==> src/rtl/priv_gate_pkg.sv <==
package priv_gate_pkg;

    typedef logic [1:0] lvl_t;

    typedef enum logic [1:0] {
        ACC_SEG      = 2'b00,
        ACC_PORT     = 2'b01,
        ACC_SENS     = 2'b10,
        ACC_SENS_ALT = 2'b11
    } acc_kind_e;

    typedef enum logic [1:0] {
        VERD_GRANT  = 2'b00,
        VERD_FAULT  = 2'b01,
        VERD_LOOKUP = 2'b10
    } verdict_e;

    typedef enum logic {
        ST_IDLE = 1'b0,
        ST_WAIT = 1'b1
    } gate_state_e;

endpackage

==> src/rtl/priv_level_resolve.sv <==
module priv_level_resolve
    import priv_gate_pkg::*;
(
    input  lvl_t cpl_i,
    input  lvl_t rpl_i,
    input  logic real_mode_i,
    output lvl_t cpl_eff_o,
    output lvl_t epl_o
);
    lvl_t lesser_priv;

    always_comb begin
        lesser_priv = (rpl_i > cpl_i) ? rpl_i : cpl_i;
        if (real_mode_i) begin
            cpl_eff_o = '0;
            epl_o     = '0;
        end else begin
            cpl_eff_o = cpl_i;
            epl_o     = lesser_priv;
        end
    end
endmodule

==> src/rtl/priv_policy.sv <==
module priv_policy
    import priv_gate_pkg::*;
(
    input  lvl_t      epl_i,
    input  lvl_t      cpl_eff_i,
    input  lvl_t      dpl_i,
    input  acc_kind_e kind_i,
    input  lvl_t      iopl_i,
    input  logic      tss32_i,
    output verdict_e  verdict_o
);
    logic io_allowed;

    always_comb begin
        io_allowed = (cpl_eff_i <= iopl_i);
        unique case (kind_i)
            ACC_SEG: begin
                verdict_o = (epl_i <= dpl_i) ? VERD_GRANT : VERD_FAULT;
            end
            ACC_PORT: begin
                if (io_allowed)   verdict_o = VERD_GRANT;
                else if (tss32_i) verdict_o = VERD_LOOKUP;
                else              verdict_o = VERD_FAULT;
            end
            default: begin
                verdict_o = io_allowed ? VERD_GRANT : VERD_FAULT;
            end
        endcase
    end
endmodule

==> src/rtl/iopm_bit_select.sv <==
module iopm_bit_select #(
    parameter int BYTE_W = 8,
    localparam int IDX_W = $clog2(BYTE_W)
) (
    input  logic [BYTE_W-1:0] byte_i,
    input  logic [IDX_W-1:0]  idx_i,
    output logic              deny_o
);
    logic [BYTE_W-1:0] hit;

    for (genvar g = 0; g < BYTE_W; g++) begin : g_bit
        assign hit[g] = byte_i[g] && (idx_i == IDX_W'(g));
    end

    assign deny_o = |hit;
endmodule

==> src/rtl/priv_gate.sv <==
module priv_gate
    import priv_gate_pkg::*;
#(
    parameter int PORT_W = 16,
    parameter int BYTE_W = 8,
    localparam int IDX_W  = $clog2(BYTE_W),
    localparam int ADDR_W = PORT_W - IDX_W
) (
    input  logic              clk,
    input  logic              rst_n,
    input  logic              req_valid_i,
    output logic              req_ready_o,
    input  logic [1:0]        cpl_i,
    input  logic [1:0]        rpl_i,
    input  logic [1:0]        dpl_i,
    input  logic              real_mode_i,
    input  logic [1:0]        kind_i,
    input  logic [1:0]        iopl_i,
    input  logic              tss32_i,
    input  logic [PORT_W-1:0] port_i,
    output logic [1:0]        epl_o,
    output logic              grant_o,
    output logic              fault_o,
    output logic              bm_req_o,
    output logic [ADDR_W-1:0] bm_addr_o,
    input  logic [BYTE_W-1:0] bm_data_i,
    input  logic              bm_valid_i
);
    typedef struct packed {
        gate_state_e       st;
        logic              bm_req;
        logic [ADDR_W-1:0] addr;
        logic [IDX_W-1:0]  idx;
        logic              grant;
        logic              fault;
        lvl_t              epl;
    } gate_regs_t;

    gate_regs_t r_d, r_q;

    lvl_t     cpl_eff, epl_now;
    verdict_e verdict;
    logic     bit_deny;
    logic     accept;

    priv_level_resolve u_resolve (
        .cpl_i       (cpl_i),
        .rpl_i       (rpl_i),
        .real_mode_i (real_mode_i),
        .cpl_eff_o   (cpl_eff),
        .epl_o       (epl_now)
    );

    priv_policy u_policy (
        .epl_i     (epl_now),
        .cpl_eff_i (cpl_eff),
        .dpl_i     (dpl_i),
        .kind_i    (acc_kind_e'(kind_i)),
        .iopl_i    (iopl_i),
        .tss32_i   (tss32_i),
        .verdict_o (verdict)
    );

    iopm_bit_select #(.BYTE_W(BYTE_W)) u_bitsel (
        .byte_i (bm_data_i),
        .idx_i  (r_q.idx),
        .deny_o (bit_deny)
    );

    assign req_ready_o = (r_q.st == ST_IDLE);
    assign accept      = req_valid_i && req_ready_o;

    always_comb begin
        r_d       = r_q;
        r_d.grant = 1'b0;
        r_d.fault = 1'b0;
        unique case (r_q.st)
            ST_IDLE: begin
                if (accept) begin
                    r_d.epl = epl_now;
                    unique case (verdict)
                        VERD_GRANT: r_d.grant = 1'b1;
                        VERD_FAULT: r_d.fault = 1'b1;
                        default: begin
                            r_d.st     = ST_WAIT;
                            r_d.bm_req = 1'b1;
                            r_d.addr   = port_i[PORT_W-1:IDX_W];
                            r_d.idx    = port_i[IDX_W-1:0];
                        end
                    endcase
                end
            end
            default: begin
                if (bm_valid_i) begin
                    r_d.st     = ST_IDLE;
                    r_d.bm_req = 1'b0;
                    r_d.grant  = !bit_deny;
                    r_d.fault  = bit_deny;
                end
            end
        endcase
    end

    always_ff @(posedge clk) begin
        if (!rst_n) begin
            r_q <= '{st: ST_IDLE, bm_req: 1'b0, addr: '0, idx: '0,
                     grant: 1'b0, fault: 1'b0, epl: '0};
        end else begin
            r_q <= r_d;
        end
    end

    assign epl_o     = r_q.epl;
    assign grant_o   = r_q.grant;
    assign fault_o   = r_q.fault;
    assign bm_req_o  = r_q.bm_req;
    assign bm_addr_o = r_q.addr;
endmodule

==> config.mk <==
export PLATFORM = sky130hd
export DESIGN_NAME = priv_gate
export DESIGN_NICKNAME = d
export VERILOG_FILES = /design/src/rtl/priv_gate_pkg.sv /design/src/rtl/priv_level_resolve.sv /design/src/rtl/priv_policy.sv /design/src/rtl/iopm_bit_select.sv /design/src/rtl/priv_gate.sv
export SDC_FILE = /design/constraint.sdc
export NUM_CORES = 1
export LEC_CHECK = 0
export BUFFER_PORTS_ARGS = -buffer_cell sky130_fd_sc_hd__buf_2
export CAP_MARGIN = 20
export CORE_MARGIN = 2
export CORE_UTILIZATION = 35
export DETAILED_ROUTE_END_ITERATION = 7
export PLACE_DENSITY = 0.69
export SYNTH_ARGS = -nofsm -noshare
export SYNTH_HDL_FRONTEND = slang
export SYNTH_HIERARCHICAL = 1
export SYNTH_SLANG_ARGS = --single-unit
==> constraint.sdc <==
create_clock -name clk -period 3.67 [get_ports clk]
set_clock_uncertainty 0.2 [all_clocks]
set_input_delay 0.734 -clock clk [delete_from_list [all_inputs] [get_ports clk]]
set_output_delay 0.734 -clock clk [all_outputs]
set_load 0.05 [all_outputs]
======== Word-level counts from Yosys, hierarchy flattened ========
Index checks and enable logic that the tools add are counted.
storage, ports and cells
  word-level logic and storage cells ...... 58
  register bits after elaboration ......... 22
  input bits .............................. 40
operators by class
  equal/unequal tests ..................... 11
  bitwise gates (word level) .............. 2
  magnitude comparators ................... 3
  multiplexer cells ....................... 16
  reduce and logical (&&, ||, !) cells .... 19
operators by type and width
  cell                  number
  $mux W22              1
  $mux W18              1
  $mux W2               9
  $eq A3 B3 Y1 const B  4
  $logic_and A1 B1 Y1   9
  $reduce_or A8 Y1      1
  $eq A3 B2 Y1 const B  2
  $reduce_and A3 Y1     2
  $eq A2 B1 Y1 const B  2
  $le A2 B2 Y1          2
  $logic_not A2 Y1      2
  $mux W1               4
  $pmux W2 S2           1
  $eq A3 B1 Y1 const B  1
  $logic_not A3 Y1      1
  $gt A2 B2 Y1          1
  $ne A2 B1 Y1 const B  1
  $ne A2 B2 Y1 const B  1
  $not A1 Y1            2
  $reduce_and A2 Y1     1
  $reduce_bool A2 Y1    1
  $reduce_or A2 Y1      1
  $logic_not A1 Y1      1

======== Depth between registers and ports, before layout ========
  depth in word-level cells ............... 11
  depth in mapped cells ................... 13

======== Modules after synthesis ========
Netlist, hierarchy kept.
by module, submodules not included
  module              cells each  area each (um2)  times used  sequential area each (um2)
  priv_gate           111         952.2            1           440.4
  priv_policy         19          137.6            1           0.0
  priv_level_resolve  14          91.3             1           0.0
  iopm_bit_select     3           63.8             1           0.0

======== Least setup slack after synthesis ========
Ideal clock, no wire load.
  path type ............................... input to register
  start ................................... input cpl_i[1]
  end ..................................... register r_q (netlist bit grant_o)
  buffers on the path ..................... 0
  stages .................................. 12
  path slack .............................. 0.847 ns
  arrival ................................. 2.508 ns
  setup time .............................. 0.115 ns
  cells stage by stage .................... inv_1 ha_1 o22ai_1 mux2_1 inv_1 ha_1 a211oi_2 o21ai_1 o21ai_1 nor2_1 o2bb2ai_1 and2_1
on the way
  longest elaborated chain between the ends .. 10
  elaborated cells between the ends (all ways) .. 14
  those cells by class .................... order compare (3); mux (10); reduce/logical (1)
ends and longest elaborated chain
  item                  line                      RTL
  from (decl)           priv_gate.sv:13           input logic [1:0] cpl_i,
  $gt A2 B2 Y1          priv_level_resolve.sv:13  lesser_priv = (rpl_i > cpl_i) ? rpl_i : cpl_i;
  $mux W2               priv_level_resolve.sv:13
  $mux W2               priv_level_resolve.sv:14  if (real_mode_i) begin
  named net epl_now[0]  priv_gate.sv:41           lvl_t cpl_eff, epl_now;
  $le A2 B2 Y1          priv_policy.sv:18         verdict_o = (epl_i <= dpl_i) ? VERD_GRANT : VERD_FAULT;
  $mux W1               priv_policy.sv:18
  $pmux W2 S2           priv_policy.sv:16         unique case (kind_i)
  named net verdict[0]  priv_gate.sv:42           verdict_e verdict;
  $logic_not A2 Y1      priv_gate.sv:81           unique case (verdict)
  $mux W1               priv_gate.sv:81
  $mux W22              priv_gate.sv:79           if (accept) begin
  $mux W2               priv_gate.sv:77           unique case (r_q.st)
  to (signal assigned)  priv_gate.sv:106          r_q <= '{st: ST_IDLE, bm_req: 1'b0, addr: '0, idx: '0,
  to (signal assigned)  priv_gate.sv:109          r_q <= r_d;
  to (decl)             priv_gate.sv:39           gate_regs_t r_d, r_q;
The timed path passes the listed nets, and every way through them passes these cells. The select of a mux whose other input is x is not followed.
A chain may end at the register's enable or synchronous reset.

======== Worst setup path in the final report ========
Same ends and word-level chain as after synthesis.

==> flow_summary.yaml <==
logic_synthesis:
  syn_area_um2: 1240
  synth-seq-cells: 22
  synth-edff-count: 0
  ys_seq_area_frac: 0.354
  synth_fp_nets: 194
  ys.warnings.count: 6
  syn_inst: 147
  async_reset_ff_frac: 0
  avgSynthCellArea_um2: 8.47
  yosysUniqueCellTypes: 29
  synth_ff_type: "dfxtp_1"
setup_path:
  r2r-start: "r_q[5]"
  worst-setup-path-type: "in -> reg"
  critPathMaxFanout: 3
  reg2reg_depth: 4
  cpPeakStageDelay_ns: 0.36
  path_cells: "buf_2 > inv_1 > ha_1 > o22ai_1 > mux2_1 > inv_1 > ha_1 > a211oi_2 > o21ai_1 > o21ai_1 > nor2_1 > o2bb2ai_1 > and2_1"
  crit_path_top_delay_cell: "mux2_1"
  start_kind: "primary input"
  crit_path_end_kind: "flop"
  startpoint: "cpl_i[1]"
  regToRegSetupSlack_ns: 1.91
  critPathArrivalTime_ns: 2.72
  required_ns: 3.68
clocking:
  cts_tree: "done"
  htreeDepth: 1
  cts_sinks: 22
  path_clk_slew_ns: 0.12
  clk_latency_ns: 0.30
  cts_inserted_buffers: 3
  cts_buffer_depth: 2
  hold_buffers: 0
  root_buffer: "clkbuf_4"
  cts_resized: 0
  postCtsSetupBuffers: 0
global_route:
  grt_max_degree: 39
  first_global_vias: 905
  antenna_found_initial: 0
  grtUsageTotal: 0.119
  grt-ovfl-total: 0
  grt_pass1_wl_mm: 3.86
routing:
  drt_iter0_markers: 47
  wire_per_inst_um: 9.48
  drt_pass1_iterations: 4
  drc_errors: 0
  dr_total_vias: 1040
  ant_nets: 0
  viasPerCell: 4.46
  totalWireLength_mm: 2.21
floorplanning:
  initial_core_util: 0.367
  die_y_um: 63.6
  coreArea_um2: 3390
  die_x_um: 63.6
  rows: 21
  io-pin-count: 59
  dieArea_um2: 4050
timing:
  relSlewSlack: 0.596
  hold_ws_ns: 0.252
  fin_setup_tns_ns: 0
  period_needed_ns: 2.71
  worstMarginPinSlew_ns: 0.605
  finalHoldViolCount: 0
  grt_setup_unrepaired: "false"
  period_share: 0.738
  finalSetupViolCount: 0
  drv_slew: 0
  timing.fmax_mhz: 369
layout:
  fillers: 342
  area_delta_synth_final_pct: 18.7
  fin_nets: 235
  diodes: 0
  multi_input_area_um2: 592
  drive_gt1_frac: 0.364
  layout_common_cells: "58 x buf_2, 22 x dfxtp_1, 19 x nand2_1"
  regArea_um2: 440
  layout_commonest_cell: "buf_2"
job:
  drv_cap: 0
hold_path:
  hp-start: "bm_addr_o[2]"
  hold_class: "reg -> reg"
  holdPathStages: 2
power_and_ir_drop:
  peakVddDrop_uv: 239
  powerDensity_nw_per_um2: 346
  leakagePower_nw: 0.709
status:
  status: "complete, no violations"
placed_design:
  port_buffers: 58
  gp_congestion: 0.759
  dp_hpwl_mm: 1.73
==> final cells by class <==
type / instances / share of cell area
well taps: 46 / 0.0389
clock buffers: 3 / 0.0152
multi-input cells: 92 / 0.401
repair buffers: 59 / 0.202
inverters: 10 / 0.0254
clock inverters: 1 / 0.0203
flip-flops and latches: 22 / 0.298
==> registers in the layout, indices dropped and copies added (netlist names) <==
signal	cells
bm_addr_o	13
r_q	4
epl_o	2
bm_req_o	1
fault_o	1
grant_o	1
==> synth_stat cells, types with 2 or more instances <==
master    n  area, µm²
buf_6     4       45.0
nand3_1  17       85.1
mux4_1    2       52.6
o21ai_1  18       90.1
buf_2     2       10.0
ha_1      7       87.6
mux2i_1   2       20.0
nand2_1  19       71.3
nor2b_1   6       37.5
a21oi_1   2       10.0
nor2_1    6       22.5
dfxtp_1  22        440
buf_4    15        113
inv_1    10       37.5
==> path summary, 6_finish.rpt <==
check / endpoint
max: grant_o
min: bm_addr_o[2]
max reg2reg: grant_o
min reg2reg: bm_addr_o[2]
==> layer usage <==
| metal | up-vias | track usage | share of wire |
|---|---|---|---|
| met5 | - | 0 | 0 |
| met4 | 0 | 0.0326 | 0.0086 |
| met3 | 2 | 0.0339 | 0.045 |
| met2 | 29 | 0.205 | 0.49 |
| met1 | 451 | 0.144 | 0.45 |
| li1 | 558 | - | - |
==> stage by stage <==
stage	cells	area [µm²]	power, mW	worst slack [ns]	utilization
2_1_floorplan	147	1240	0.311	0.847	-
3_3_place_gp	229	1430	0.337	0.682	0.420
3_5_place_dp	229	1430	0.338	0.638	0.420
4_1_cts	233	1480	0.521	0.976	0.436
5_1_grt	233	1480	0.547	0.823	0.436
6_report	233	1480	0.512	0.962	0.436
==> cells by family after synthesis <==
group / count (synthesis) / synth area share
flops: 22 / 0.354
mux: 6 / 0.0764
compound gates: 26 / 0.122
buf+inv: 33 / 0.171
simple gates: 53 / 0.207
fa+ha+maj: 7 / 0.0703
==> power breakdown <==
part | internal [mW] | total [mW] | switching (mW)
clock network | 0.110 | 0.180 | 0.0691
registers | 0.244 | 0.246 | 0.00206
logic | 0.0375 | 0.0867 | 0.0492
==> critical path: cells and delay by family <==
kind | cells | cell delay (ns)
compound gates | 5 | 0.68
fa+ha+maj | 2 | 0.54
buf+inv | 3 | 0.19
mux | 1 | 0.36
simple gates | 2 | 0.21
(Power assumes the default switching activity.)
